<file path="config.mk">
export PLATFORM = sky130hd
export DESIGN_NAME = line_fill_unit
export DESIGN_NICKNAME = d
export VERILOG_FILES = /design/src/rtl/lfu_pkg.sv /design/src/rtl/lfu_fifo2.sv /design/src/rtl/lfu_line_buf.sv /design/src/rtl/lfu_ctrl.sv /design/src/rtl/line_fill_unit.sv
export SDC_FILE = /design/constraint.sdc
export NUM_CORES = 1
export LEC_CHECK = 0
export BUFFER_PORTS_ARGS = -buffer_cell sky130_fd_sc_hd__buf_4
export CORE_MARGIN = 4
export CORE_UTILIZATION = 40
export DETAILED_ROUTE_END_ITERATION = 7
export MAX_ROUTING_LAYER = met4
export PLACE_DENSITY = 0.69
export SYNTH_ARGS = -nofsm -noshare
export SYNTH_HDL_FRONTEND = slang
export SYNTH_SLANG_ARGS = --single-unit
</file>
<file path="constraint.sdc">
create_clock -name clk -period 9 [get_ports clk]
set_input_delay 0 -clock clk [delete_from_list [all_inputs] [get_ports clk]]
set_output_delay 0 -clock clk [all_outputs]
set_load 0.05 [all_outputs]
</file>
<file path="src/rtl/lfu_pkg.sv">
package lfu_pkg;

    typedef enum logic [1:0] {
        LFU_IDLE  = 2'd0,
        LFU_FILL  = 2'd1,
        LFU_WRITE = 2'd2
    } lfu_state_e;

    typedef struct packed {
        logic single;
        logic busy;
    } lfu_mode_t;

    // even-parity bit: XOR of all bits of a word (up to 64 bits, zero extended)
    function automatic logic lfu_even_par(input logic [63:0] w);
        return ^w;
    endfunction

endpackage

</file>
<file path="src/rtl/lfu_fifo2.sv">
module lfu_fifo2 #(
    parameter int unsigned WIDTH = 32,
    parameter int unsigned DEPTH = 2
) (
    input  logic             clk,
    input  logic             rst,
    input  logic             in_valid,
    output logic             in_ready,
    input  logic [WIDTH-1:0] in_data,
    input  logic             pop,
    output logic             out_valid,
    output logic [WIDTH-1:0] out_data
);
    localparam int unsigned PTR_W = (DEPTH > 1) ? $clog2(DEPTH) : 1;
    localparam int unsigned CNT_W = $clog2(DEPTH + 1);

    logic [WIDTH-1:0] mem [DEPTH];
    logic [PTR_W-1:0] wr_ptr, rd_ptr;
    logic [CNT_W-1:0] cnt;
    logic             push, do_pop;

    assign in_ready  = (cnt != CNT_W'(DEPTH));
    assign out_valid = (cnt != '0);
    assign out_data  = mem[rd_ptr];
    assign push      = in_valid && in_ready;
    assign do_pop    = pop && out_valid;

    function automatic logic [PTR_W-1:0] nxt(input logic [PTR_W-1:0] p);
        return (p == PTR_W'(DEPTH - 1)) ? '0 : p + 1'b1;
    endfunction

    always_ff @(posedge clk) begin
        if (rst) begin
            wr_ptr <= '0;
            rd_ptr <= '0;
            cnt    <= '0;
        end else begin
            if (push) begin
                mem[wr_ptr] <= in_data;
                wr_ptr      <= nxt(wr_ptr);
            end
            if (do_pop) rd_ptr <= nxt(rd_ptr);
            case ({push, do_pop})
                2'b10:   cnt <= cnt + 1'b1;
                2'b01:   cnt <= cnt - 1'b1;
                default: cnt <= cnt;
            endcase
        end
    end


    fifo_fill_chk: assert property (@(posedge clk) disable iff (rst)
        (push && !do_pop) |=> (cnt == CNT_W'($past(cnt) + 1'b1)));

    fifo_drain_chk: assert property (@(posedge clk) disable iff (rst)
        (do_pop && !push) |=> (cnt == CNT_W'($past(cnt) - 1'b1)));

endmodule

</file>
<file path="src/rtl/lfu_line_buf.sv">
module lfu_line_buf #(
    parameter int unsigned WORD_W     = 32,
    parameter int unsigned LINE_WORDS = 8
) (
    input  logic                         clk,
    input  logic                         we,
    input  logic [$clog2(LINE_WORDS)-1:0] ofs,
    input  logic [WORD_W-1:0]            wdata,
    output logic [LINE_WORDS*WORD_W-1:0] line_data,
    output logic [LINE_WORDS-1:0]        line_par
);
    localparam int unsigned OFS_W = $clog2(LINE_WORDS);

    for (genvar i = 0; i < LINE_WORDS; i++) begin : g_word
        logic [WORD_W-1:0] word_q;
        always_ff @(posedge clk) begin
            if (we && ofs == OFS_W'(i)) word_q <= wdata;
        end
        assign line_data[i*WORD_W +: WORD_W] = word_q;
        assign line_par[i] = lfu_pkg::lfu_even_par(64'(word_q));
    end

endmodule

</file>
<file path="src/rtl/lfu_ctrl.sv">
module lfu_ctrl
    import lfu_pkg::*;
#(
    parameter int unsigned ADDR_W     = 32,
    parameter int unsigned WORD_W     = 32,
    parameter int unsigned LINE_WORDS = 8
) (
    input  logic                          clk,
    input  logic                          rst,
    input  logic                          cache_en,
    input  logic                          miss_valid,
    input  logic [ADDR_W-1:0]             miss_addr,
    output logic                          miss_ready,
    output logic                          mem_req_valid,
    input  logic                          mem_req_ready,
    output logic [ADDR_W-1:0]             mem_req_addr,
    input  logic                          q_valid,
    output logic                          q_pop,
    output logic                          core_valid,
    input  logic                          core_ready,
    output logic                          buf_we,
    output logic [$clog2(LINE_WORDS)-1:0] buf_ofs,
    output logic                          arr_we,
    output logic [ADDR_W-1:0]             line_addr
);
    localparam int unsigned OFS_W  = $clog2(LINE_WORDS);
    localparam int unsigned BYTE_W = $clog2(WORD_W / 8);
    localparam int unsigned LOW_W  = OFS_W + BYTE_W;
    localparam int unsigned CNT_W  = OFS_W + 1;

    lfu_state_e       state;
    lfu_mode_t        mode;
    logic [ADDR_W-1:0] base_q;
    logic [OFS_W-1:0] crit_q;
    logic [CNT_W-1:0] req_cnt, pop_cnt, nwords;
    logic [OFS_W-1:0] req_ofs;
    logic             req_fire, last_pop, is_crit;

    assign nwords     = mode.single ? CNT_W'(1) : CNT_W'(LINE_WORDS);
    assign miss_ready = (state == LFU_IDLE);
    assign req_ofs    = crit_q + req_cnt[OFS_W-1:0];
    assign mem_req_valid = (state == LFU_FILL) && (req_cnt < nwords);
    assign mem_req_addr  = base_q | (ADDR_W'(req_ofs) << BYTE_W);
    assign req_fire   = mem_req_valid && mem_req_ready;

    assign is_crit    = (pop_cnt == '0);
    assign core_valid = (state == LFU_FILL) && q_valid && is_crit;
    assign q_pop      = (state == LFU_FILL) && q_valid && (!is_crit || core_ready);
    assign buf_we     = q_pop && !mode.single;
    assign buf_ofs    = crit_q + pop_cnt[OFS_W-1:0];
    assign last_pop   = q_pop && (pop_cnt == nwords - 1'b1);

    assign arr_we     = (state == LFU_WRITE);
    assign line_addr  = base_q;

    always_ff @(posedge clk) begin
        if (rst) begin
            state   <= LFU_IDLE;
            mode    <= '0;
            base_q  <= '0;
            crit_q  <= '0;
            req_cnt <= '0;
            pop_cnt <= '0;
        end else begin
            case (state)
                LFU_IDLE: if (miss_valid) begin
                    state       <= LFU_FILL;
                    mode.single <= !cache_en;
                    mode.busy   <= 1'b1;
                    base_q      <= miss_addr & ~ADDR_W'((1 << LOW_W) - 1);
                    crit_q      <= miss_addr[BYTE_W +: OFS_W];
                    req_cnt     <= '0;
                    pop_cnt     <= '0;
                end
                LFU_FILL: begin
                    if (req_fire) req_cnt <= req_cnt + 1'b1;
                    if (q_pop)    pop_cnt <= pop_cnt + 1'b1;
                    if (last_pop) begin
                        state     <= mode.single ? LFU_IDLE : LFU_WRITE;
                        mode.busy <= !mode.single;
                    end
                end
                default: begin
                    state     <= LFU_IDLE;
                    mode.busy <= 1'b0;
                end
            endcase
        end
    end


    req_wrap_chk: assert property (@(posedge clk) disable iff (rst)
        req_fire |=> (!mem_req_valid || req_ofs == OFS_W'($past(req_ofs) + 1'b1)));

    write_once_chk: assert property (@(posedge clk) disable iff (rst)
        arr_we |=> (!arr_we && miss_ready));

    single_req_chk: assert property (@(posedge clk) disable iff (rst)
        (mode.single && state == LFU_FILL) |-> (req_cnt <= CNT_W'(1)));

    busy_hold_chk: assert property (@(posedge clk) disable iff (rst)
        (miss_ready && miss_valid) |=> !miss_ready);

endmodule

</file>
<file path="src/rtl/line_fill_unit.sv">
module line_fill_unit #(
    parameter int unsigned ADDR_W     = 32,
    parameter int unsigned WORD_W     = 32,
    parameter int unsigned LINE_WORDS = 8,
    parameter int unsigned Q_DEPTH    = 2
) (
    input  logic                         clk,
    input  logic                         rst,
    input  logic                         cache_en,
    input  logic                         miss_valid,
    input  logic [ADDR_W-1:0]            miss_addr,
    output logic                         miss_ready,
    output logic                         mem_req_valid,
    input  logic                         mem_req_ready,
    output logic [ADDR_W-1:0]            mem_req_addr,
    input  logic                         mem_rsp_valid,
    output logic                         mem_rsp_ready,
    input  logic [WORD_W-1:0]            mem_rsp_data,
    output logic                         core_valid,
    input  logic                         core_ready,
    output logic [WORD_W-1:0]            core_data,
    output logic                         arr_we,
    output logic [ADDR_W-1:0]            arr_addr,
    output logic [LINE_WORDS*WORD_W-1:0] arr_data,
    output logic [LINE_WORDS-1:0]        arr_parity,
    output logic                         arr_valid
);
    localparam int unsigned OFS_W = $clog2(LINE_WORDS);

    logic              q_valid, q_pop, buf_we;
    logic [WORD_W-1:0] q_data;
    logic [OFS_W-1:0]  buf_ofs;

    lfu_fifo2 #(.WIDTH(WORD_W), .DEPTH(Q_DEPTH)) i_queue (
        .clk(clk), .rst(rst),
        .in_valid(mem_rsp_valid), .in_ready(mem_rsp_ready), .in_data(mem_rsp_data),
        .pop(q_pop), .out_valid(q_valid), .out_data(q_data)
    );

    lfu_ctrl #(.ADDR_W(ADDR_W), .WORD_W(WORD_W), .LINE_WORDS(LINE_WORDS)) i_ctrl (
        .clk(clk), .rst(rst), .cache_en(cache_en),
        .miss_valid(miss_valid), .miss_addr(miss_addr), .miss_ready(miss_ready),
        .mem_req_valid(mem_req_valid), .mem_req_ready(mem_req_ready),
        .mem_req_addr(mem_req_addr),
        .q_valid(q_valid), .q_pop(q_pop),
        .core_valid(core_valid), .core_ready(core_ready),
        .buf_we(buf_we), .buf_ofs(buf_ofs),
        .arr_we(arr_we), .line_addr(arr_addr)
    );

    lfu_line_buf #(.WORD_W(WORD_W), .LINE_WORDS(LINE_WORDS)) i_buf (
        .clk(clk), .we(buf_we), .ofs(buf_ofs), .wdata(q_data),
        .line_data(arr_data), .line_par(arr_parity)
    );

    assign core_data = q_data;
    assign arr_valid = arr_we;


    core_hold_chk: assert property (@(posedge clk) disable iff (rst)
        (core_valid && !core_ready) |=> (core_valid && $stable(core_data)));

    rsp_full_chk: assert property (@(posedge clk) disable iff (rst)
        (core_valid && !core_ready && !mem_rsp_ready) |=> !mem_rsp_ready);

endmodule

</file>
## Word level (Yosys, flattened, before mapping)

Memory sizes are Yosys's and may differ from the RTL's. A register that Yosys moved wholly into a read port is not among the register bits.
Cells that the tools add are included.

- Add/sub/neg operators: 9
- Order comparisons: 1
- Equal/unequal tests: 17
- Muxes and demuxes: 18
- Bitwise operators: 1
- Reductions and logical operators: 39

Operators with widths:

| cell | count |
|---|---|
| 64-bit parity | 8 |
| 32-bit by 5-bit bitwise OR with 32-bit output | 1 |
| 1-bit logical AND | 17 |
| 4-bit two-way mux | 4 |
| 4-bit one-hot mux with 2 select lines | 2 |
| 3-bit == test (second input constant) | 4 |
| 4-bit by 1-bit adder with 4-bit output (second input constant) | 2 |
| 2-bit one-hot mux with 2 select lines | 2 |
| 1-bit two-way mux | 7 |
| 3-bit adder | 2 |
| 3-bit by 2-bit == test with 1-bit output (second input constant) | 2 |
| 2-bit two-way mux | 3 |
| 2-bit by 1-bit != test with 1-bit output (second input constant) | 3 |
| 3-bit AND reduction | 2 |
| 2-bit nonzero test | 3 |
| 2-bit by 1-bit == test with 1-bit output (second input constant) | 2 |
| 2-bit == test (second input constant) | 2 |
| 4-bit == test | 1 |
| 4-bit logical NOT | 1 |
| 4-bit < comparator | 1 |
| 2-bit != test (second input constant) | 2 |
| 2-bit AND reduction | 2 |
| 4-bit by 1-bit subtractor with 4-bit output (second input constant) | 1 |
| 3-bit by 1-bit == test with 1-bit output (second input constant) | 1 |
| other kinds (7) | 10 |

- Bits in registers: 301
- Memory bits (writable): 64
- Memories kept: 1

Memories:

| memory | depth | bits a word | read ports | clocked after Yosys merged registers in | write ports | line | source |
|---|---|---|---|---|---|---|---|
| i_queue.mem | 2 | 32 | 1 | 1 | 1 | lfu_fifo2.sv:17 | `logic [WIDTH-1:0] mem [DEPTH];` |

## Longest topological paths before layout

Gate-level depths: netlist of the first run.

- Word-level depth: 7
- Gate-level depth with buffers: 9

## Cells and area by module

From an unflattened synthesis of the first run, not the netlist that was laid out.

- Cells, all modules: 888
- Area total of the unflattened synthesis: 14448.9 um2

Modules (own cells, without submodules):

| module | times used | cells an instance | area each (um2) |
|---|---|---|---|
| lfu_line_buf | 1 | 517 | 9918.3 |
| lfu_fifo2 | 1 | 126 | 2528.7 |
| lfu_ctrl | 1 | 244 | 1994.4 |
| line_fill_unit | 1 | 1 | 7.5 |

## Worst setup path after synthesis of the first run

No wires, ideal clock.

- Kind: reg-to-reg
- Start: register i_ctrl.pop_cnt[0]
- End: register i_buf.g_word[4].word_q[0] (enable)
- Arrival: 3.848 ns
- Data required time: 8.539 ns
- Setup slack: 4.691 ns
- Stages on the path, launching flop included: 7
- Buffers on the path: 0
- Clock period less this slack: 4.309 ns
- Path through: dfxtp_1 -> ha_1 -> fa_1 -> xor2_1 -> xnor2_1 -> or3_2 -> nor3_1

- Word-level cells in the longest chain between the ends: 6
- Elaborated cells on any way between the ends: 8
- Those cells by class: add/sub (1); eq/ne (1); reduce/logical (6)

RTL lines:

| item | line | source |
|---|---|---|
| from (decl) | lfu_ctrl.sv:35 | `logic [CNT_W-1:0] req_cnt, pop_cnt, nwords;` |
| from (signal assigned) | lfu_ctrl.sv:77 | `if (q_pop) pop_cnt <= pop_cnt + 1'b1;` |
| branches (longest 5 deep; another with 3-bit adder) | -- |  |
| 1-bit logical AND * | lfu_line_buf.sv:17 | `if (we && ofs == OFS_W'(i)) word_q <= wdata;` |
| to (signal assigned) | lfu_line_buf.sv:17 |  |
| to (decl) | lfu_line_buf.sv:15 | `logic [WORD_W-1:0] word_q;` |

Every way passes the cells marked *.
A chain may end at the register's enable or synchronous reset.

## Worst setup path after layout of the first run

- Start: register i_ctrl.pop_cnt[1]
- End: register i_buf.g_word[0].word_q[10] (enable)

- Word-level cells in the longest chain between the ends: 6
- Elaborated cells on any way between the ends: 8
- Those cells by class: add/sub (1); reduce/logical (7)

RTL lines:

| item | line |
|---|---|
| branches (longest 5 deep; another with 3-bit adder) | -- |
| 1-bit logical AND * | lfu_line_buf.sv:17 |
| to (signal assigned) | lfu_line_buf.sv:17 |
| to (decl) | lfu_line_buf.sv:15 |

Marks and branches as above.

==> results of run 1 <==
-- path summary, 6_finish.rpt --
kind,start,to,slack (ns),cells past startpoint
max,i_ctrl.pop_cnt[1],i_buf.g_word[0].word_q[10],5.83,8
min,core_ready,i_ctrl.pop_cnt[1],0.08,4
max reg2reg,i_ctrl.pop_cnt[1],i_buf.g_word[0].word_q[10],5.83,8
min reg2reg,i_queue.rd_ptr,register,0.52,2
-- logic make-up after synthesis --
kind of cell,count (synthesis),synth area share
XOR/XNOR,258,0.157
flip-flops,366,0.731
buffers and inverters,55,0.0234
other,1,0.000260
AO/OA/AOI/OAI,45,0.0181
multiplexers,33,0.0257
adder cells (fa/ha/maj),9,0.00886
AND/OR/NAND/NOR,117,0.0359
-- state kept, by name, indices dropped and copies added (netlist names), named ones only --
register,cells
i_ctrl.crit_q,3
i_queue.mem,64
i_ctrl.req_cnt,4
i_ctrl.line_addr,27
i_ctrl.pop_cnt,4
i_ctrl.mode,1
i_queue.cnt,2
i_buf.g_word.word_q,256
i_queue.rd_ptr,1
i_ctrl.state,2
i_queue.wr_ptr,1
-- critical path, delay by kind of cell, from the launching register on --
kind / cells / cell delay (ns)
AO/OA/AOI/OAI: 1 / 0.23
flip-flops: 1 / 0.44
adder cells (fa/ha/maj): 1 / 0.17
AND/OR/NAND/NOR: 4 / 1.49
buffers and inverters: 2 / 0.49
-- cells in the mapped netlist, drive strengths merged, types with 7 or more instances --
library cell / n / area [um2]
nand2: 68 / 255
clkbuf: 10 / 37.5
dfxtp: 46 / 921
edfxtp: 320 / 9610
nor2: 21 / 81.3
xnor2: 230 / 2010
mux2: 32 / 360
buf: 41 / 285
nor3: 7 / 35.0
ha: 7 / 87.6
xor2: 28 / 245
a21oi: 36 / 180
-- cell type report --
class                           instances  area, um2
Multi-Input combinational cell        469       3630
Clock inverter                         20        194
Antenna cell                            2       5.00
Fill cell                            2799      15400
Sequential cell                       366      10500
Timing Repair Buffer                  531       4230
Inverter                                4       15.0
Tap cell                              461        577
Clock buffer                           46        981
-- routing by layer --
layer  GRT usage  share of wire  up-vias
met5           -              0        -
met4      0.0589          0.029        0
met3      0.0410          0.069       60
met2       0.352           0.52      372
met1       0.238           0.38     4399
li1            -              -     4125
-- metrics by stage --
stage	setup slack (ns)	hold WS (ns)	power (mW)	utilization
5_1_grt	5.51	0.0571	4.01	0.567
3_3_place_gp	5.84	0.186	2.37	0.506
2_1_floorplan	4.69	0.0957	2.23	-
6_report	5.83	0.0821	3.87	0.567
4_1_cts	5.78	0.0456	3.91	0.567
3_5_place_dp	5.80	0.189	2.38	0.506
-- power by group through the flow --
| stage | Sequential [mW] | Combinational (mW) | Clock (mW) |
|---|---|---|---|
| finish | 1.92 | 0.456 | 1.49 |
| global placement | 1.95 | 0.419 | 0 |
| global route | 1.92 | 0.483 | 1.60 |
| CTS | 1.92 | 0.459 | 1.53 |
| detailed placement | 1.96 | 0.423 | 0 |
| floorplan | 2.00 | 0.234 | 0 |
-- repair_timing --
action	in CTS	in global routing
buffers inserted	0	0
hold endpoints to repair	107	0
hold buffers	98	0
==> insert_results.sql, run 1 <==
INSERT INTO impl_metrics (metric_group, metric, value, unit) VALUES
('power', 'seq_power_share', '0.496', ''),
('floorplan', 'die_width', '198', 'um'),
('placed_design', 'place.gp.congestion', '0.850', ''),
('detailed_routing', 'detail_route.wirelength', '40000', 'um'),
('setup_path', 'worst-endpoint-required', '9.19', 'ns'),
('setup_path', 'path_class', 'register to register', ''),
('detailed_routing', 'route.detailed.wl_per_inst', '21.1', 'um'),
('grt', 'grt_first_pass_wirelength', '57700', 'um'),
('min_path', 'hold_path.class', 'input port to register', ''),
('finish', 'post_layout_nonfiller_instances', '1899', ''),
('floorplan', 'rows', '69', ''),
('setup_path', 'cp_data_arrival_time', '3.36', 'ns'),
('yosys', 'post_synth_instance_area', '14400', 'um2'),
('yosys', 'synthArstFlopShare', '0', ''),
('finish', 'design_area', '20200', 'um2'),
('floorplan', 'initial_core_util', '0.405', ''),
('sta', 'post_layout_minimum_cycle_time', '3.17', 'ns'),
('clock_tree', 'worst_skew_pair.late_latency', '0.51', 'ns'),
('finish', 'layout_common_cells', 'buf_4, edfxtp_1, xnor2_1', ''),
('power', 'power_density', '192', 'nW/um2'),
('power', 'static-leakage-power', '7.50', 'nW'),
('clock_tree', 'cts_sinks', '366', ''),
('finish', 'drive_above_1_share', '0.371', ''),
('finish', 'area_growth_synth_to_finish', '39.9', '%'),
('clock_tree', 'clkTransAtPathRegs', '0.06', 'ns'),
('placed_design', 'dpl.hpwl', '28900', 'um'),
('detailed_routing', 'detailroute.via_count', '8956', ''),
('clock_tree', 'tritoncts', 'built', ''),
('sta', 'hold_viol', '0', ''),
('sta', 'clock-skew-final', '0.0124', 'ns'),
('placed_design', 'placed_cells', '1733', ''),
('clock_tree', 'cts-resized-gates', '0', ''),
('yosys', 'synth.lib_cells_used.distinct', '39', ''),
('sta', 'grt_setup_unrepaired', 'no', ''),
('sta', 'worst_slew_pin_slew', '1.07', 'ns'),
('placed_design', 'numPortBuffers', '427', ''),
('sta', 'slew_margin_rel', '0.283', ''),
('grt', 'maximum_number_of_pins_on_one_net_before_global_route_repair', '49', ''),
('grt', 'global_route.overflow_total', '0', ''),
('power', 'p_sw', '0.957', 'mW'),
('yosys', 'postSynthRegisterBits', '366', ''),
('floorplan', 'die_area', '39100', 'um2'),
('grt', 'antenna_violations_before_repair', '2', ''),
('floorplan', 'core_region_area', '35600', 'um2'),
('yosys', 'ys_seq_area_frac', '0.731', ''),
('sta', 'maxSlewViolCount', '0', ''),
('setup_path', 'worst_path_cell_chain', 'inv_1 -> ha_1 -> or3b_2 -> o221ai_1 -> nor2_1 -> nand2_1 -> nor3_2 -> buf_4', ''),
('clock_tree', 'clock_tree.buffer_depth', '3', ''),
('power', 'combPwrFrac', '0.118', ''),
('detailed_routing', 'drt.antenna.violating_nets', '0', ''),
('setup_path', 'max_stage_delay', '0.88', 'ns'),
('finish', 'design.final.nets', '1490', ''),
('status', 'outcome', 'completed', ''),
('power', 'clock_power_share', '0.386', ''),
('finish', 'layout.cells.most_common', 'buf_4', ''),
('setup_path', 'critical_path.max_fanout', '18', ''),
('detailed_routing', 'drc', '0', ''),
('yosys', 'synthesis.instances', '884', ''),
('clock_tree', 'cts_buffers', '38', ''),
('job', 'max_cap_violations', '0', ''),
('floorplan', 'die_boundary_height', '198', 'um'),
('power', 'power_report.internal_total', '2.91', 'mW'),
('yosys', 'yosys_most_used_dff', 'edfxtp_1', ''),
('detailed_routing', 'drt-vias-per-instance', '4.72', ''),
('sta', 'finalSetupViolCount', '0', ''),
('clock_tree', 'cell_at_the_root_of_the_clock_tree', 'clkbuf_16', ''),
('sta', 'fin_setup_tns', '0', 'ns'),
('placed_design', 'place_area', '18000', 'um2'),
('yosys', 'synthesis.yosys.warnings', '0', ''),
('setup_path', 'critPathSlowestCell', 'nor3_2', ''),
('sta', 'post_route_fraction_of_the_period_consumed_by_the_critical_path', '0.352', ''),
('floorplan', 'pin_count', '437', ''),
('detailed_routing', 'drt_pass1_iterations', '4', ''),
('yosys', 'syn_area_per_cell', '16.3', 'um2'),
('clock_tree', 'htree_num_levels', '2', ''),
('detailed_routing', 'detail_route.iter0.violations', '422', ''),
('yosys', 'number_of_enable_flip_flop_cells_after_synthesis', '320', ''),
('setup_path', 'critical_path.endpoint_type', 'register', ''),
('grt', 'first_global_vias', '9218', ''),
('sta', 'max_freq', '316', 'MHz'),
('power', 'switching_share', '0.247', ''),
('power', 'power.ir.vdd_worst', '0.134', 'mV'),
('setup_path', 'timing.critical_path.from_type', 'register', ''),
('grt', 'grt_use_total', '0.202', '');
Power figures use the tool's default switching activity.
==> inputs of run 2 (changes only) <==
==> constraint.sdc (replaced) <==
create_clock -name clk -period 3.2 [get_ports clk]
set_input_delay 0 -clock clk [delete_from_list [all_inputs] [get_ports clk]]
set_output_delay 0 -clock clk [all_outputs]
set_load 0.05 [all_outputs]
==> run 2 against run 1 <==
  * Setup slack got worse by 5.3 ns
  * Global-route usage grew 0.71 points
  * Via count up 0.87%
  * Non-clock buffer count up 5
  * Flip-flop and latch count is the same
  * Maximum frequency increased by 19%
  * Utilization rose by 0.39 points
  * Critical path depth is 1 lower
==> insert_results.sql, run 2 (synthesized netlist as in run 1, its figures left out) <==
INSERT INTO impl_metrics (metric_group, metric, value, unit) VALUES
('status', 'outcome', 'completed', ''),
('grt', 'global_route.overflow_total', '0', ''),
('setup_path', 'critical_path.max_fanout', '32', ''),
('floorplan', 'die_area', '39100', 'um2'),
('clock_tree', 'clkTransAtPathRegs', '0.06', 'ns'),
('clock_tree', 'cts_buffers', '39', ''),
('setup_path', 'max_stage_delay', '0.56', 'ns'),
('setup_path', 'worst_path_cell_chain', 'ha_1 -> fa_1 -> xor2_1 -> xnor2_1 -> or3_2 -> nor2_4 -> buf_4', ''),
('setup_path', 'setup.worst_path.end', 'i_buf.g_word[6].word_q[7]', ''),
('placed_design', 'place.gp.congestion', '0.870', ''),
('sta', 'max_freq', '375', 'MHz'),
('clock_tree', 'worst_skew_pair.late_latency', '0.51', 'ns'),
('sta', 'grt_setup_unrepaired', 'no', ''),
('power', 'power_density', '541', 'nW/um2'),
('finish', 'design_area', '20300', 'um2'),
('setup_path', 'timing.reg2reg.worst_path_depth', '7', ''),
('clock_tree', 'post_cts.repair.setup_buffers', '0', ''),
('finish', 'layout_common_cells', 'buf_4, edfxtp_1, xnor2_1', ''),
('detailed_routing', 'drc', '0', ''),
('setup_path', 'worstSetupStartpoint', 'i_ctrl.pop_cnt[0]', ''),
('grt', 'maximum_number_of_pins_on_one_net_before_global_route_repair', '49', ''),
('power', 'power.ir.vdd_worst', '0.335', 'mV'),
('power', 'static-leakage-power', '7.56', 'nW'),
('sta', 'setup_ws', '0.536', 'ns'),
('detailed_routing', 'drt-vias-per-instance', '4.74', ''),
('grt', 'grt_use_total', '0.209', ''),
('sta', 'worst_slew_pin_slew', '1.10', 'ns'),
('finish', 'design.final.nets', '1496', ''),
('finish', 'drive_above_1_share', '0.377', ''),
('power', 'design_power_total', '11.0', 'mW'),
('grt', 'antenna_violations_before_repair', '2', ''),
('placed_design', 'numPortBuffers', '427', ''),
('finish', 'post_layout_nonfiller_instances', '1907', ''),
('power', 'clock_power_share', '0.389', ''),
('setup_path', 'worst-endpoint-required', '3.36', 'ns'),
('detailed_routing', 'drt_pass1_iterations', '5', ''),
('detailed_routing', 'detail_route.wirelength', '41500', 'um'),
('sta', 'post_route_fraction_of_the_period_consumed_by_the_critical_path', '0.833', ''),
('floorplan', 'rows', '69', ''),
('setup_path', 'path_class', 'register to register', ''),
('placed_design', 'place_area', '18100', 'um2'),
('finish', 'area_growth_synth_to_finish', '40.9', '%'),
('power', 'switching_share', '0.248', ''),
('floorplan', 'die_width', '198', 'um'),
('floorplan', 'pin_count', '437', ''),
('setup_path', 'worstReg2RegStart', 'i_ctrl.pop_cnt[0]', ''),
('min_path', 'hold_path_startpoint', 'mem_rsp_valid', ''),
('finish', 'layout.cells.most_common', 'buf_4', ''),
('setup_path', 'crit-reg2reg-capture', 'i_buf.g_word[6].word_q[7]', ''),
('setup_path', 'critical_path.endpoint_type', 'register', ''),
('placed_design', 'dpl.hpwl', '29600', 'um'),
('power', 'p_sw', '2.73', 'mW'),
('setup_path', 'setup.reg_to_reg.worst_slack', '0.54', 'ns'),
('sta', 'whs', '0.00908', 'ns'),
('setup_path', 'timing.critical_path.from_type', 'register', ''),
('floorplan', 'core_region_area', '35600', 'um2'),
('job', 'max_cap_violations', '0', ''),
('sta', 'slew_margin_rel', '0.265', ''),
('clock_tree', 'clock_tree.buffer_depth', '3', ''),
('detailed_routing', 'detailroute.via_count', '9034', ''),
('clock_tree', 'cts_sinks', '366', ''),
('sta', 'post_layout_minimum_cycle_time', '2.66', 'ns'),
('power', 'combPwrFrac', '0.119', ''),
('sta', 'maxSlewViolCount', '0', ''),
('detailed_routing', 'drt.antenna.violating_nets', '0', ''),
('placed_design', 'placed_cells', '1740', ''),
('setup_path', 'cp_data_arrival_time', '2.83', 'ns'),
('sta', 'clock-skew-final', '0.00838', 'ns'),
('power', 'seq_power_share', '0.492', ''),
('min_path', 'hold_path.class', 'input port to register', ''),
('clock_tree', 'htree_num_levels', '2', ''),
('detailed_routing', 'route.detailed.wl_per_inst', '21.8', 'um'),
('finish', 'largest_register_ffs', '256', ''),
('detailed_routing', 'detail_route.iter0.violations', '468', ''),
('grt', 'grt_first_pass_wirelength', '58900', 'um'),
('clock_tree', 'tritoncts', 'built', ''),
('floorplan', 'die_boundary_height', '198', 'um'),
('grt', 'first_global_vias', '9292', ''),
('power', 'power_report.internal_total', '8.25', 'mW'),
('placed_design', 'placement.setup.worst_slack', '0.534', 'ns'),
('floorplan', 'initial_core_util', '0.405', ''),
('sta', 'finalSetupViolCount', '0', ''),
('finish', 'largest_register', 'i_buf.g_word.word_q', ''),
('sta', 'hold_viol', '0', ''),
('setup_path', 'critPathSlowestCell', 'or3_2', ''),
('clock_tree', 'cell_at_the_root_of_the_clock_tree', 'clkbuf_16', '');
[run 2: cell count changes in the layout (fill, tap and decap cells not counted), moves of 2 or more]
cell and change:
clkinv_2 +3, buf_12 +4, buf_4 +3, clkinvlp_4 -2, dlygate4sd3_1 -2, nor3_2 -3
clkinv_4 +2, nor3_4 +3
[run 2: power by group through the flow]
stage                     logic [mW]  clock network [mW]  registers [mW]
after floorplan                0.663                   0            5.61
after global placement          1.21                   0            5.49
after detailed placement        1.22                   0            5.50
after CTS                       1.32                4.37            5.40
after global routing            1.38                4.58            5.41
final                           1.31                4.27            5.40
[run 2: per-stage QoR]
step                      TNS, ns  utilization
final                           0        0.571
after global routing            0        0.571
after CTS                       0        0.571
after detailed placement        0        0.510
after global placement          0        0.510
after floorplan            -17.02            -
[run 2: area by class of cell]
type                    instances  area [um2]
fillers                      2732       15300
multi-input cells             469        3650
clock buffers                  46        1000
flip-flops and latches        366       10500
inverters                       4        15.0
clock inverters                23         204
diodes                          2        5.00
well taps                     461         577
repair buffers                536        4310
[run 2: metal layers]
layer | GRT usage | up-vias | wire (um)
li1 | - | 4154 | -
met1 | 0.247 | 4404 | 15700
met2 | 0.360 | 399 | 21200
met3 | 0.0459 | 77 | 3330
met4 | 0.0627 | 0 | 1300
met5 | - | - | 0
[run 2: worst min path at each step]
| stage | end | cells past startpoint |
|---|---|---|
| 2_1_floorplan | i_ctrl.mode[1] | 1 |
| 3_3_place_gp | i_ctrl.mode[1] | 2 |
| 3_5_place_dp | i_ctrl.mode[1] | 2 |
| 4_1_cts | i_queue.wr_ptr | 4 |
| 5_1_grt | i_queue.wr_ptr | 4 |
| 6_report | i_queue.wr_ptr | 4 |
[run 2: repair_timing]
item	4_1_cts	5_1_grt
gates resized for setup	0	0
hold endpoints to repair	107	0
hold buffers	96	0
[run 2: critical path: cells and delay by family, from the launching register on]
kind                     cells  cell delay [ns]
buffers and inverters        1             0.38
XOR/XNOR                     2             0.30
adder cells (fa/ha/maj)      2             0.59
AND/OR/NAND/NOR              2             0.67
flip-flops                   1             0.35
